<file path="config.mk">
export PLATFORM = sky130hd
export DESIGN_NAME = sb_interlock
export DESIGN_NICKNAME = d
export VERILOG_FILES = /design/src/rtl/sb_pkg.sv /design/src/rtl/sb_cpl_decode.sv /design/src/rtl/sb_hazard.sv /design/src/rtl/sb_mark_select.sv /design/src/rtl/sb_busy_array.sv /design/src/rtl/sb_interlock.sv
export SDC_FILE = /design/constraint.sdc
export NUM_CORES = 1
export LEC_CHECK = 0
export ABC_AREA = 0
export BUFFER_PORTS_ARGS = -buffer_cell sky130_fd_sc_hd__buf_4
export CAP_MARGIN = 5
export CORE_MARGIN = 5
export CORE_UTILIZATION = 40
export CTS_BUF_LIST = sky130_fd_sc_hd__clkbuf_4 sky130_fd_sc_hd__clkbuf_8
export DETAILED_ROUTE_END_ITERATION = 6
export GPL_TIMING_DRIVEN = 0
export PLACE_DENSITY = 0.65
export SKIP_LAST_GASP = 1
export SLEW_MARGIN = 40
export SYNTH_ARGS = -nofsm -noshare
export SYNTH_HDL_FRONTEND = slang
export SYNTH_SLANG_ARGS = --single-unit
</file>
<file path="constraint.sdc">
create_clock -name clk -period 6.3 [get_ports clk]
set_input_delay 0.315 -clock clk [delete_from_list [all_inputs] [get_ports clk]]
set_output_delay 0.315 -clock clk [all_outputs]
set_load 0.02 [all_outputs]
</file>
<file path="src/rtl/sb_pkg.sv">
package sb_pkg;

   typedef enum logic [2:0] {
      CLS_ALU   = 3'd0,
      CLS_LOAD  = 3'd1,
      CLS_STORE = 3'd2,
      CLS_MUL   = 3'd3,
      CLS_DIV   = 3'd4,
      CLS_FP    = 3'd5,
      CLS_RSV6  = 3'd6,
      CLS_RSV7  = 3'd7
   } op_class_e;

   localparam int CLASS_W = 3;

   // Classes whose result arrives after an unknown number of cycles.
   function automatic logic is_long_class(input logic [CLASS_W-1:0] cls);
      case (op_class_e'(cls))
         CLS_LOAD, CLS_STORE, CLS_MUL, CLS_DIV, CLS_FP: is_long_class = 1'b1;
         default:                                       is_long_class = 1'b0;
      endcase
   endfunction

   function automatic logic is_store_class(input logic [CLASS_W-1:0] cls);
      is_store_class = (op_class_e'(cls) == CLS_STORE);
   endfunction

endpackage

</file>
<file path="src/rtl/sb_cpl_decode.sv">
module sb_cpl_decode #(
   parameter int NUM_REGS = 32,
   parameter int NUM_CPL  = 2,
   localparam int IDX_W   = $clog2(NUM_REGS)
) (
   input  logic [NUM_CPL-1:0]       cpl_valid,
   input  logic [NUM_CPL*IDX_W-1:0] cpl_idx,
   output logic [NUM_REGS-1:0]      clr_mask
);

   logic [NUM_REGS-1:0] port_mask [NUM_CPL];

   for (genvar p = 0; p < NUM_CPL; p++) begin : g_port
      always_comb begin
         port_mask[p] = '0;
         if (cpl_valid[p]) port_mask[p][cpl_idx[p*IDX_W +: IDX_W]] = 1'b1;
      end
   end

   always_comb begin
      clr_mask = '0;
      for (int k = 0; k < NUM_CPL; k++) clr_mask = clr_mask | port_mask[k];
   end

endmodule

</file>
<file path="src/rtl/sb_hazard.sv">
module sb_hazard #(
   parameter int NUM_REGS = 32,
   localparam int IDX_W   = $clog2(NUM_REGS)
) (
   input  logic [NUM_REGS-1:0] eff_busy,
   input  logic                in_valid,
   input  logic [IDX_W-1:0]    src_a,
   input  logic                src_a_used,
   input  logic [IDX_W-1:0]    src_b,
   input  logic                src_b_used,
   input  logic [IDX_W-1:0]    dst,
   input  logic                dst_check,
   output logic                grant,
   output logic                stall
);

   logic hit_a, hit_b, hit_d, conflict;

   always_comb begin
      hit_a    = src_a_used & eff_busy[src_a];
      hit_b    = src_b_used & eff_busy[src_b];
      hit_d    = dst_check  & eff_busy[dst];
      conflict = hit_a | hit_b | hit_d;
      grant    = in_valid & ~conflict;
      stall    = in_valid &  conflict;
   end

endmodule

</file>
<file path="src/rtl/sb_mark_select.sv">
module sb_mark_select #(
   parameter int NUM_REGS     = 32,
   parameter bit R0_HARDWIRED = 1'b1,
   localparam int IDX_W       = $clog2(NUM_REGS)
) (
   input  logic                       grant,
   input  logic [sb_pkg::CLASS_W-1:0] cls,
   input  logic [IDX_W-1:0]           src_b,
   input  logic                       src_b_used,
   input  logic [IDX_W-1:0]           dst,
   input  logic                       dst_used,
   output logic [NUM_REGS-1:0]        set_mask
);

   logic                long_op, store_op, mark_en;
   logic [IDX_W-1:0]    mark_idx;
   logic [NUM_REGS-1:0] raw_mask;

   always_comb begin
      long_op  = sb_pkg::is_long_class(cls);
      store_op = sb_pkg::is_store_class(cls);
      mark_idx = store_op ? src_b : dst;
      mark_en  = grant & long_op & (store_op ? src_b_used : dst_used);
      raw_mask = '0;
      if (mark_en) raw_mask[mark_idx] = 1'b1;
   end

   if (R0_HARDWIRED) begin : g_r0_fixed
      localparam logic [NUM_REGS-1:0] KEEP = {{(NUM_REGS-1){1'b1}}, 1'b0};
      assign set_mask = raw_mask & KEEP;
   end else begin : g_r0_plain
      assign set_mask = raw_mask;
   end

endmodule

</file>
<file path="src/rtl/sb_busy_array.sv">
module sb_busy_array #(
   parameter int NUM_REGS = 32
) (
   input  logic                clk,
   input  logic                rst_n,
   input  logic [NUM_REGS-1:0] set_mask,
   input  logic [NUM_REGS-1:0] clr_mask,
   output logic [NUM_REGS-1:0] busy
);

   for (genvar r = 0; r < NUM_REGS; r++) begin : g_bit
      always_ff @(posedge clk) begin
         if (!rst_n)           busy[r] <= 1'b0;
         else if (set_mask[r]) busy[r] <= 1'b1;
         else if (clr_mask[r]) busy[r] <= 1'b0;
      end
   end

endmodule

</file>
<file path="src/rtl/sb_interlock.sv">
module sb_interlock #(
   parameter int NUM_REGS     = 32,
   parameter int NUM_CPL      = 2,
   parameter bit R0_HARDWIRED = 1'b1,
   localparam int IDX_W       = $clog2(NUM_REGS)
) (
   input  logic                       clk,
   input  logic                       rst_n,
   input  logic                       in_valid,
   input  logic [sb_pkg::CLASS_W-1:0] in_class,
   input  logic [IDX_W-1:0]           in_src_a,
   input  logic                       in_src_a_used,
   input  logic [IDX_W-1:0]           in_src_b,
   input  logic                       in_src_b_used,
   input  logic [IDX_W-1:0]           in_dst,
   input  logic                       in_dst_used,
   input  logic [NUM_CPL-1:0]         cpl_valid,
   input  logic [NUM_CPL*IDX_W-1:0]   cpl_idx,
   output logic                       issue_grant,
   output logic                       issue_stall,
   output logic [NUM_REGS-1:0]        busy_vec
);

   if (NUM_REGS < 2 || (NUM_REGS & (NUM_REGS - 1)) != 0) begin : g_bad_regs
      $error("sb_interlock: NUM_REGS must be a power of two of at least 2");
   end
   if (NUM_CPL < 1) begin : g_bad_cpl
      $error("sb_interlock: NUM_CPL must be at least 1");
   end

   logic [NUM_REGS-1:0] clr_mask, set_mask, eff_busy;
   logic                dst_check;

   sb_cpl_decode #(.NUM_REGS(NUM_REGS), .NUM_CPL(NUM_CPL)) u_cpl (
      .cpl_valid (cpl_valid),
      .cpl_idx   (cpl_idx),
      .clr_mask  (clr_mask)
   );

   // Completions in this cycle already release waiting instructions.
   assign eff_busy  = busy_vec & ~clr_mask;
   assign dst_check = in_dst_used & ~sb_pkg::is_store_class(in_class);

   sb_hazard #(.NUM_REGS(NUM_REGS)) u_haz (
      .eff_busy   (eff_busy),
      .in_valid   (in_valid),
      .src_a      (in_src_a),
      .src_a_used (in_src_a_used),
      .src_b      (in_src_b),
      .src_b_used (in_src_b_used),
      .dst        (in_dst),
      .dst_check  (dst_check),
      .grant      (issue_grant),
      .stall      (issue_stall)
   );

   sb_mark_select #(.NUM_REGS(NUM_REGS), .R0_HARDWIRED(R0_HARDWIRED)) u_mark (
      .grant      (issue_grant),
      .cls        (in_class),
      .src_b      (in_src_b),
      .src_b_used (in_src_b_used),
      .dst        (in_dst),
      .dst_used   (in_dst_used),
      .set_mask   (set_mask)
   );

   sb_busy_array #(.NUM_REGS(NUM_REGS)) u_busy (
      .clk      (clk),
      .rst_n    (rst_n),
      .set_mask (set_mask),
      .clr_mask (clr_mask),
      .busy     (busy_vec)
   );

endmodule

</file>
==> results.md <==
- Status: completed
- Die H: 91.4 microns
- Synth area leader: dfxtp_1
- Synth warn: 0
- Worst EP required: approximately 6000 ps
- Hold buffers post-CTS: 0
- Leak: 1.16 nW
- WL met3: roughly 1100 microns
- Total grt overflow: 0
- RSZ-0062 raised after global routing: false
- Worst-Skew Late Latency: 280 ps
- Power Density: between 100 and 150 nW/um^2
- Cell Chain, Critical Path: buf_4, or4b_1, o221ai_1, a221oi_1, o221ai_1, nor2_1, a31oi_4, and2_1, and3_1, buf_4
- Yosys reg bits: 31
- Top cells by count, synth: 38 x o221ai_1, 36 x o22ai_1, 31 x dfxtp_1
- CP delay by family, top: compound AO/OA/AOI/OAI gates
- Die width: 91.4 microns
- Total GRT Usage: 0.250
- Worst slew pin tran: 716 ps
- Post-synth ARST share: 0
- First-pass GRT wire length: 16,800 microns
- Post-route ant nets: 0
- CTS max path bufs: 2
- Crit start category: input pin
- Max-slew violation count: 0
- Area of the die: about 8300 sq um
- Largest family of logic cells by synthesized area: compound AO/OA/AOI/OAI gates
- Final Hold Viols: 0
- Period minus WS final: about 3200 ps
- Pin count of the biggest net entering global routing: 11
- Worst slew margin: 0.523
- Clock root buffer: clkbuf_8
- TritonCTS buffer count: 5
- Buf/Inv on CP: 2
- Critical Path Sink Type: primary output
- Vias in the first global route: 3,110
- Setup Skew: 8.26 ps
- Num Clock Sinks: 31
- Antenna violations before repair: 0
- Worst-path clk slew: 60 ps
- Synth Flop Type: dfxtp_1
- EDFF count, synth: 0
- Yosys cell types: between 50 and 60
- Max reg flops: 31
- Initial Util: 0.415
- Layout cells sized above 1: 0.231
- Syn Area/Cell: 7.86 sq um
- Hold Crit Start: rst_n
- P&R area growth vs syn: 25.9%
- Largest registers: u_busy.busy (31)
- Ports: 70
- Slowest stage cell, crit path: or4b_1
- Xor and xnor area share after synthesis: 0
- CTS tree: built
- Mapped Nets: between 300 and 400
- Routability cong.: 0.959
- Synth Area in Simple Gates: 0.290
- Initial drt markers: 334
- Max-cap viol count: 0
- Cts repair resizes: 0
- Top cell type's share of synthesized area: 0.234
- WP data arrival: a little under 3000 ps
- Final setup fails: 0
- Wire length on met1: 4510 microns
- Via density: 6.92
- Final net count: 446
- Critical path peak fanout: 8
- Critical path class: in -> out
- Met2 Wirelength: about 4800 microns
- Seq/Total Area, Yosys: 0.234
- H-Tree Depth: 2
- Floorplan Core Area: 6390 sq um
- Largest Register: u_busy.busy
- Compound-Gate Fraction of Synth Area: 0.353
- IO buf count: 66
- Vias: 3,375
- Drt first pass iters: 5
- Fin Setup TNS: 0 ps
- Diode count: 0
- Cells after synthesis: 337
- Rows: 29
- Filler Cell Count: between 600 and 700
- Max VDD drop: around 170 uV
- Post-CTS Setup Repair Bufs: 0
- Largest stage delay on the critical path: between 600 and 700 ps
- Fmax: 309 MHz
- Most common cell in the netlist: o221ai_1
- Post-synthesis adder-cell area fraction: 0
- Tcrit/Tclk final: 0.513
- DR top layer: met4
- WL per Instance: 22.2 microns
- WL final: 10,800 microns
- Reg2reg start: u_busy.busy[14]
- Worst Setup SP: cpl_idx[8]
- # DRC: 0
- Hold Slack: around 270 ps
- Dpl hpwl: 8400 microns
- Hold/Removal Path Class: in -> reg
- Mux cell area share after synthesis: 0.0746
- Dominant cells by area after synthesis: dfxtp_1 23%, o221ai_1 13%, o22ai_1 8.5%
- Mapped Area: 2650 sq um
## cell families after synthesis
kind of cell | count (synthesis)
AO/OA/AOI/OAI | 125
other | 1
flip-flops | 31
AND/OR/NAND/NOR | 132
multiplexers | 17
buffers and inverters | 31
## per-stage QoR
step / total power, mW / area, sq um / cells / utilization / setup WS, ps
finish: 0.481 / 3330 / 488 / 0.522 / 3070
global route: 0.500 / 3330 / 488 / 0.522 / 2940
CTS: 0.478 / 3330 / 488 / 0.522 / 3120
detailed placement: 0.327 / 3250 / 480 / 0.508 / 3130
global placement: 0.326 / 3240 / 480 / 0.507 / 3110
floorplan: 0.275 / 2650 / 337 / - / 3520
## metal layers
metal  vias up  global-route usage
met4         0              0.0905
li1       1536                   -
met2       237               0.385
met3        24              0.0446
met1      1578               0.348
met5         -                   0
## power by group
group | total (mW) | leakage, nW | internal [mW] | switching, mW
clock network | 0.155 | 0.0446 | 0.0813 | 0.0740
registers | 0.197 | 0.250 | 0.197 | 0.000541
logic | 0.129 | 0.870 | 0.0481 | 0.0807
## final timing paths
| path | slack (ps) | depth (start not counted) | endpoint |
|---|---|---|---|
| setup / recovery | 3070 | 10 | issue_grant |
| hold reg to reg | 590 | 2 | u_busy.busy[23] |
| hold / removal | 270 | 3 | u_busy.busy[7] |
| setup reg to reg | 3780 | 7 | u_busy.busy[11] |
## placed cells by master (no fill, tap or decap), drive strengths merged, types with 4 or more instances in the layout
cell / instances
nand2: 29
nand3b: 4
buf: 71
a21oi: 5
nor3: 7
nand2b: 11
o221ai: 38
clkbuf: 24
nor2: 27
o22ai: 36
nand4bb: 6
mux2i: 13
and3: 4
nor4: 6
nand4b: 6
inv: 8
and2: 4
o21ai: 19
nand4: 6
dfxtp: 31
nand3: 8
## worst reg2reg max path: stages, from the launching register on
cell and delay, ps:
dfxtp_1 360, o221ai_1 280, a311o_1 410, a41oi_1 160, o221ai_1 140, or4_4 610, nand4_2 280, o22ai_1 140
## final cells by class
cell class	count	area, sq um	area share
well taps	77	96.3	0.0289
inverters	8	30.0	0.00901
plain buffers	23	95.1	0.0285
repair buffers	66	495	0.149
clock buffers	6	76.3	0.0229
multi-input cells	275	1910	0.572
clock inverters	2	12.5	0.00375
flip-flops and latches	31	621	0.186
No activity file was read; power rests on OpenSTA's default activity.
